`config.mk`:
```
export PLATFORM = sky130hd
export DESIGN_NAME = idata_router
export DESIGN_NICKNAME = d
export VERILOG_FILES = /design/src/rtl/idr_pkg.sv /design/src/rtl/idr_resolve.sv /design/src/rtl/idr_ctrl_regs.sv /design/src/rtl/idr_ram.sv /design/src/rtl/idata_router.sv
export SDC_FILE = /design/constraint.sdc
export NUM_CORES = 2
export LEC_CHECK = 0
export ABC_AREA = 1
export BUFFER_PORTS_ARGS = -buffer_cell sky130_fd_sc_hd__buf_4
export CAP_MARGIN = 10
export CORE_MARGIN = 8
export CORE_UTILIZATION = 45
export CTS_BUF_LIST = sky130_fd_sc_hd__clkbuf_16
export CTS_CLUSTER_DIAMETER = 120
export DETAILED_ROUTE_END_ITERATION = 6
export HOLD_SLACK_MARGIN = 0.06
export REMOVE_ABC_BUFFERS = 1
export SLEW_MARGIN = 15
export SYNTH_ARGS = -nofsm -noshare
export SYNTH_HDL_FRONTEND = slang
export SYNTH_SLANG_ARGS = --single-unit
```
`constraint.sdc`:
```
create_clock -name clk -period 16.65 [get_ports clk]
set_clock_uncertainty 0.1 [all_clocks]
set_input_delay 3.33 -clock clk [delete_from_list [all_inputs] [get_ports clk]]
set_output_delay 3.33 -clock clk [all_outputs]
set_load 0.1 [all_outputs]
```
`src/rtl/idr_pkg.sv`:
```
package idr_pkg;
  typedef enum logic [1:0] {
    AM_DIRECT   = 2'b00,
    AM_INDIRECT = 2'b01,
    AM_REGISTER = 2'b10,
    AM_BIT      = 2'b11
  } amode_e;

  typedef enum logic [1:0] {
    OP_READ  = 2'b00,
    OP_WRITE = 2'b01,
    OP_PUSH  = 2'b10,
    OP_POP   = 2'b11
  } aop_e;

  typedef struct packed {
    logic       to_sfr;
    logic       is_bit;
    logic [7:0] byte_addr;
    logic [2:0] bit_idx;
  } route_t;
endpackage

```
`src/rtl/idr_resolve.sv`:
```
module idr_resolve
  import idr_pkg::*;
#(
  parameter logic [7:0] BIT_BASE = 8'h20
) (
  input  amode_e     mode,
  input  aop_e       op,
  input  logic [7:0] addr,
  input  logic [1:0] bank,
  input  logic [7:0] sp,
  output route_t     route
);
  always_comb begin
    route = '0;
    case (op)
      OP_PUSH: route.byte_addr = sp + 8'd1;
      OP_POP:  route.byte_addr = sp;
      default: begin
        case (mode)
          AM_DIRECT: begin
            route.byte_addr = addr;
            route.to_sfr    = addr[7];
          end
          AM_INDIRECT: route.byte_addr = addr;
          AM_REGISTER: route.byte_addr = {3'b000, bank, addr[2:0]};
          default: begin
            route.is_bit  = 1'b1;
            route.bit_idx = addr[2:0];
            if (addr[7]) begin
              route.to_sfr    = 1'b1;
              route.byte_addr = {addr[7:3], 3'b000};
            end else begin
              route.byte_addr = BIT_BASE + {4'b0000, addr[6:3]};
            end
          end
        endcase
      end
    endcase
  end
endmodule

```
`src/rtl/idr_ctrl_regs.sv`:
```
module idr_ctrl_regs #(
  parameter logic [7:0] SP_INIT = 8'h07
) (
  input  logic       clk,
  input  logic       rst_n,
  input  logic       inc,
  input  logic       dec,
  input  logic       sp_we,
  input  logic [7:0] sp_d,
  input  logic       bank_we,
  input  logic [1:0] bank_d,
  output logic [7:0] sp_q,
  output logic [1:0] bank_q
);
  logic [7:0] sp_n;
  logic       sp_en;

  always_comb begin
    sp_en = sp_we | inc | dec;
    sp_n  = sp_q;
    if (sp_we)    sp_n = sp_d;
    else if (inc) sp_n = sp_q + 8'd1;
    else if (dec) sp_n = sp_q - 8'd1;
  end

  always_ff @(posedge clk or negedge rst_n) begin
    if (!rst_n)     sp_q <= SP_INIT;
    else if (sp_en) sp_q <= sp_n;
  end

  always_ff @(posedge clk or negedge rst_n) begin
    if (!rst_n)       bank_q <= 2'b00;
    else if (bank_we) bank_q <= bank_d;
  end


  push_inc_chk: assert property (@(posedge clk) disable iff (!rst_n)
    (inc && !sp_we) |=> (sp_q == $past(sp_q) + 8'd1));


  pop_dec_chk: assert property (@(posedge clk) disable iff (!rst_n)
    (dec && !sp_we) |=> (sp_q == $past(sp_q) - 8'd1));


  bank_hold_chk: assert property (@(posedge clk) disable iff (!rst_n)
    !bank_we |=> $stable(bank_q));
endmodule

```
`src/rtl/idr_ram.sv`:
```
module idr_ram #(
  parameter int AW = 8,
  parameter int DW = 8
) (
  input  logic          clk,
  input  logic          we,
  input  logic [AW-1:0] waddr,
  input  logic [DW-1:0] wdata,
  input  logic [AW-1:0] raddr,
  output logic [DW-1:0] rdata
);
  localparam int DEPTH = 1 << AW;

  logic [DW-1:0] mem [DEPTH];

  always_ff @(posedge clk) begin
    if (we) mem[waddr] <= wdata;
  end

  assign rdata = mem[raddr];
endmodule

```
`src/rtl/idata_router.sv`:
```
module idata_router
  import idr_pkg::*;
#(
  parameter logic [7:0] SP_SFR   = 8'h81,
  parameter logic [7:0] BANK_SFR = 8'hD0,
  parameter int         BANK_LSB = 3,
  parameter logic [7:0] SP_INIT  = 8'h07,
  parameter logic [7:0] BIT_BASE = 8'h20
) (
  input  logic       clk,
  input  logic       rst_n,
  input  logic       req_valid,
  input  logic [1:0] req_mode,
  input  logic [1:0] req_op,
  input  logic [7:0] req_addr,
  input  logic [7:0] req_wdata,
  output logic       rsp_valid,
  output logic [7:0] rsp_rdata,
  output logic       sfr_sel,
  output logic       sfr_we,
  output logic [7:0] sfr_addr,
  output logic [7:0] sfr_wdata,
  input  logic [7:0] sfr_rdata
);
  logic [1:0] rst_pipe;
  logic       rst_s;

  always_ff @(posedge clk or negedge rst_n) begin
    if (!rst_n) rst_pipe <= 2'b00;
    else        rst_pipe <= {rst_pipe[0], 1'b1};
  end
  assign rst_s = rst_pipe[1];

  amode_e     mode;
  aop_e       op;
  route_t     rt;
  logic       acc, is_wr, rd_like;
  logic       hit_sp, hit_bank, local_hit;
  logic [7:0] sp_q, bank_byte, cur_byte, new_byte, rd_val, ram_rd;
  logic [1:0] bank_q;
  logic       ram_we, sp_we, bank_we, inc, dec;
  logic       rsp_valid_n;
  logic [7:0] rsp_rdata_n;

  assign mode    = amode_e'(req_mode);
  assign op      = aop_e'(req_op);
  assign acc     = req_valid & rst_s;
  assign is_wr   = (op == OP_WRITE);
  assign rd_like = (op == OP_READ) || (op == OP_POP);

  idr_resolve #(.BIT_BASE(BIT_BASE)) u_resolve (
    .mode(mode), .op(op), .addr(req_addr), .bank(bank_q), .sp(sp_q), .route(rt)
  );

  idr_ram #(.AW(8), .DW(8)) u_ram (
    .clk(clk), .we(ram_we), .waddr(rt.byte_addr), .wdata(new_byte),
    .raddr(rt.byte_addr), .rdata(ram_rd)
  );

  idr_ctrl_regs #(.SP_INIT(SP_INIT)) u_ctrl (
    .clk(clk), .rst_n(rst_s), .inc(inc), .dec(dec),
    .sp_we(sp_we), .sp_d(new_byte),
    .bank_we(bank_we), .bank_d(new_byte[BANK_LSB +: 2]),
    .sp_q(sp_q), .bank_q(bank_q)
  );

  always_comb begin
    hit_sp    = rt.to_sfr && (rt.byte_addr == SP_SFR);
    hit_bank  = rt.to_sfr && (rt.byte_addr == BANK_SFR);
    local_hit = hit_sp | hit_bank;
    bank_byte = '0;
    bank_byte[BANK_LSB +: 2] = bank_q;
    if (hit_sp)        cur_byte = sp_q;
    else if (hit_bank) cur_byte = bank_byte;
    else if (rt.to_sfr) cur_byte = sfr_rdata;
    else               cur_byte = ram_rd;
    new_byte = req_wdata;
    rd_val   = cur_byte;
    if (rt.is_bit) begin
      new_byte             = cur_byte;
      new_byte[rt.bit_idx] = req_wdata[0];
      rd_val               = {7'b0000000, cur_byte[rt.bit_idx]};
    end
  end

  assign ram_we    = acc && !rt.to_sfr && (is_wr || (op == OP_PUSH));
  assign sfr_sel   = acc && rt.to_sfr && !local_hit;
  assign sfr_we    = sfr_sel && is_wr;
  assign sfr_addr  = rt.byte_addr;
  assign sfr_wdata = new_byte;
  assign inc       = acc && (op == OP_PUSH);
  assign dec       = acc && (op == OP_POP);
  assign sp_we     = acc && is_wr && hit_sp;
  assign bank_we   = acc && is_wr && hit_bank;

  always_comb begin
    rsp_valid_n = acc && rd_like;
    rsp_rdata_n = rd_val;
  end

  always_ff @(posedge clk or negedge rst_s) begin
    if (!rst_s) rsp_valid <= 1'b0;
    else        rsp_valid <= rsp_valid_n;
  end

  always_ff @(posedge clk or negedge rst_s) begin
    if (!rst_s)           rsp_rdata <= '0;
    else if (rsp_valid_n) rsp_rdata <= rsp_rdata_n;
  end


  indirect_ram_chk: assert property (@(posedge clk) disable iff (!rst_s)
    (acc && mode == AM_INDIRECT && !op[1]) |-> !sfr_sel);


  reg_window_chk: assert property (@(posedge clk) disable iff (!rst_s)
    (acc && mode == AM_REGISTER && !op[1]) |-> (!sfr_sel && rt.byte_addr[7:5] == 3'b000));


  bit_window_chk: assert property (@(posedge clk) disable iff (!rst_s)
    (acc && mode == AM_BIT && !op[1] && !req_addr[7]) |-> (rt.byte_addr[7:4] == BIT_BASE[7:4]));


  one_target_chk: assert property (@(posedge clk) disable iff (!rst_s)
    $onehot0({sfr_sel, ram_we, sp_we, bank_we}));


  no_rsp_chk: assert property (@(posedge clk) disable iff (!rst_s)
    !(acc && rd_like) |=> !rsp_valid);
endmodule

```
==> results.py <==
metrics = {
    "layout": {
        "nets": 7840,
        "instances_no_fill": 10480,
        "syn_to_final_growth_pct": 10.37,
        "utilization_pct": 49.97,
        "drive_above_1_share_pct": 6.693,
        "fillers": 16710,
    },
    "logic_synthesis": {
        "synth_xor_area_share_pct": 0.1018,
        "synth_top_family_by_area": "simple AND/OR/NAND/NOR gates",
        "synth_cell_types": 51,
        "synth.avg_cell_area_um2": 10.98,
        "ys.flop_type": "edfxtp_1",
        "yosys.area.top_type": "edfxtp_1",
        "synth_area_leaders": "edfxtp_1 71%, nand2_1 12%, nor2_1 6.4%, o21ai_0 1.3%, buf_2 1.2%",
        "syn_inst": 7836,
        "ys_ff_latch": 2069,
        "netlist_area_um2": 86020,
        "synth_mux_area_share_pct": 0,
        "synthAdderAreaFrac_pct": 0.1309,
        "synthArstFlopShare_pct": 1.015,
        "synth-simple-area-share_pct": 20.59,
        "seq_area_frac_synth_pct": 72.11,
        "synth_compound_gate_area_share_pct": 3.686,
        "synth_top_area_share_pct": 71.50,
        "synth_edf_count": 2048,
        "ys_warn_count": 0,
    },
    "critical_path": {
        "path_class": "in2out",
        "cp-start-kind": "input port",
        "critPathRequiredTime_ns": 13.22,
        "crit_fanout": 88,
        "crit_arrival_ns": 10.13,
        "end_kind": "primary output",
    },
    "power_and_ir_drop": {
        "irDropWorstVdd_uv": 106.4,
        "p_leak_nw": 35.71,
        "power_mw": 13.96,
        "p_per_area_nw_per_um2": 147.0,
    },
    "placed_design": {
        "dp.cells": 10100,
        "port_buffers": 57,
        "gp_congestion": 0.9152,
        "dp_hpwl_um": 150100,
    },
    "routing": {
        "drt-total-wl_um": 261300,
        "wl_per_cell_um": 24.94,
        "dr.pass1.iters": 7,
        "viasPerCell": 5.539,
        "drc_errors": 0,
        "num_vias": 58020,
        "drt_iter0_markers": 6983,
        "ant_nets": 0,
    },
    "sta": {
        "setup_viol": 0,
        "drv_slew": 0,
        "period_needed_ns": 13.56,
        "fmax_mhz": 73.73,
        "tightest_slew_ns": 1.245,
        "rsz0062_at_grt": "no",
        "period_share_pct": 81.46,
        "tns_ns": 0,
        "hold_viol": 0,
        "relSlewSlack_pct": 17.01,
    },
    "clocking": {
        "cts_tree": "done",
        "post-cts-setup-buffer-count": 0,
        "cts_root_buffer": "clkbuf_16",
        "numCtsBuffers": 206,
        "clock_sinks": 2069,
        "cts_buffer_depth": 3,
        "hold_buffers": 0,
        "postCtsResizedCells": 0,
        "htreeDepth": 4,
        "cts.clk_slew.worst_paths_ns": 0.06,
        "clock_latency_ns": 0.86,
    },
    "floorplan": {
        "initial_utilization_pct": 45.28,
        "rows": 160,
        "pin_count": 58,
        "die_area_um2": 205400,
        "die_h_um": 453.2,
        "die_w_um": 453.2,
        "coreArea_um2": 190000,
    },
    "global_route": {
        "grt_pass1_wl_um": 379800,
        "antenna_found_initial": 10,
        "grt_pass1_vias": 55140,
        "grt_overflow": 0,
        "grt_use_total_pct": 24.84,
        "grt_max_degree": 167,
    },
    "run_status": {
        "outcome": "complete, no violations",
    },
    "min_path": {
        "hp-class": "reg2reg",
    },
    "flow_run": {
        "maxCapViolCount": 0,
    },
}
-- per-stage QoR --
step / cell area, um2 / hold slack (ns) / setup slack [ns]
CTS: 94930 / 0.2558 / 3.206
floorplan: 83950 / 0.1465 / -17.56
finish: 94940 / 0.2522 / 3.088
global placement: 88680 / 0.2353 / 3.296
detailed placement: 88680 / 0.2419 / 3.193
global route: 94930 / 0.2663 / 2.867
-- cell type report --
type	count	area [um2]	area share [%]
diodes	2	5.005	0.005272
clock buffers	207	5180	5.456
clock inverters	164	1074	1.131
inverters	224	845.8	0.8909
multi-input cells	5141	21300	22.44
flip-flops and latches	2069	62030	65.34
well taps	2511	3142	3.309
repair buffers	158	1361	1.434
-- cell usage after synthesis, types with 2 or more instances --
cell type and number:
dfrtp_1 18, nor2_1 1472, o21ai_1 186, o21ai_0 229, dfstp_2 3, or2_0 7
a22oi_1 5, xor2_1 9, o211ai_1 25, clkbuf_1 108, ha_1 9, edfxtp_1 2048
buf_1 20, buf_2 214, nor2_2 8, nor3_2 2, inv_1 206, nor3_1 2
a21oi_2 2, nand4_1 44, o22ai_1 65, or2_2 41, a22o_1 5, a21oi_1 39
o21bai_1 11, inv_2 13, nand3_1 203, nand2_2 6, buf_4 42, o21ai_2 3
or2_1 22, nand2_1 2725, clkinv_1 5, buf_6 17, nor2_4 2, a31oi_1 5
-- critical path, cell delays in order --
cell,delay [ns]
buf_4,0.09
inv_1,0.04
ha_1,0.31
nor2_4,0.35
nand2_1,0.11
nor2_2,0.22
nand2_4,0.33
nand2_8,0.70
buf_4,0.80
buf_4,0.65
o21ai_0,0.16
nand2_1,0.09
nand2_1,0.06
nand2_1,0.06
nand2_1,0.10
nor2_1,0.12
nor2_1,0.06
a21oi_1,0.49
nand2_1,0.10
nor2_1,0.32
nand3_1,0.35
nand2_1,0.19
o21ai_1,0.11
nand2_4,0.40
buf_4,0.44
-- state kept, by name (all words and copies together) (netlist names) --
name           flops
rst_pipe           2
rsp_valid          1
rsp_rdata          8
u_ctrl.bank_q      2
u_ram.mem       2048
u_ctrl.sp_q        8
-- logic make-up after synthesis --
| group | Yosys count |
|---|---|
| and+or+nand+nor | 4540 |
| xor gates and xnor gates | 10 |
| adders and majority gates | 9 |
| DFF | 2069 |
| other | 1 |
| buffers and inverters | 626 |
| AOI/OAI and AO/OA | 581 |
-- metal layers --
metal / share of wire, % / global-route usage [%]
met1: 40 / 34.03
met2: 45 / 38.72
met3: 9.7 / 5.183
met4: 4.8 / 10.48
met5: 0.026 / 0
-- power by group --
part	internal, mW	total, mW	switching, mW
sequential	5.90	5.93	0.0296
combinational	0.833	3.66	2.83
clock	2.38	4.37	1.99
total	9.11	14.0	4.85
-- path summary, 6_finish.rpt --
path	from	slack, ns	to	cells after the start
hold reg to reg	rst_pipe[0]	0.25	rst_pipe[1]	0
hold / removal	rst_pipe[0]	0.25	rst_pipe[1]	0
setup / recovery	req_op[0]	3.09	sfr_wdata[7]	25
min in group asynchronous	rst_pipe[1]	0.29	rsp_rdata[4]	0
max in group asynchronous	rst_n	14.21	rst_pipe[1]	1
setup reg to reg	u_ctrl.sp_q[0]	8.08	u_ram.mem[180][3]	25
-- placed cells by master, fill, tap and decap left out, types with 25 or more instances in the layout --
master,netlist,final
o21ai_1,186,186
clkbuf_16,0,207
nand2_1,2725,2705
clkinv_1,5,59
o22ai_1,65,65
a21oi_1,39,38
nand3_1,203,203
nor2_1,1472,1468
o211ai_1,25,25
o21ai_0,229,227
clkinv_2,0,30
nand4_1,44,44
edfxtp_1,2048,2048
inv_1,206,263
buf_4,42,144
or2_2,41,41
No activity file was read; power rests on OpenSTA's default activity.
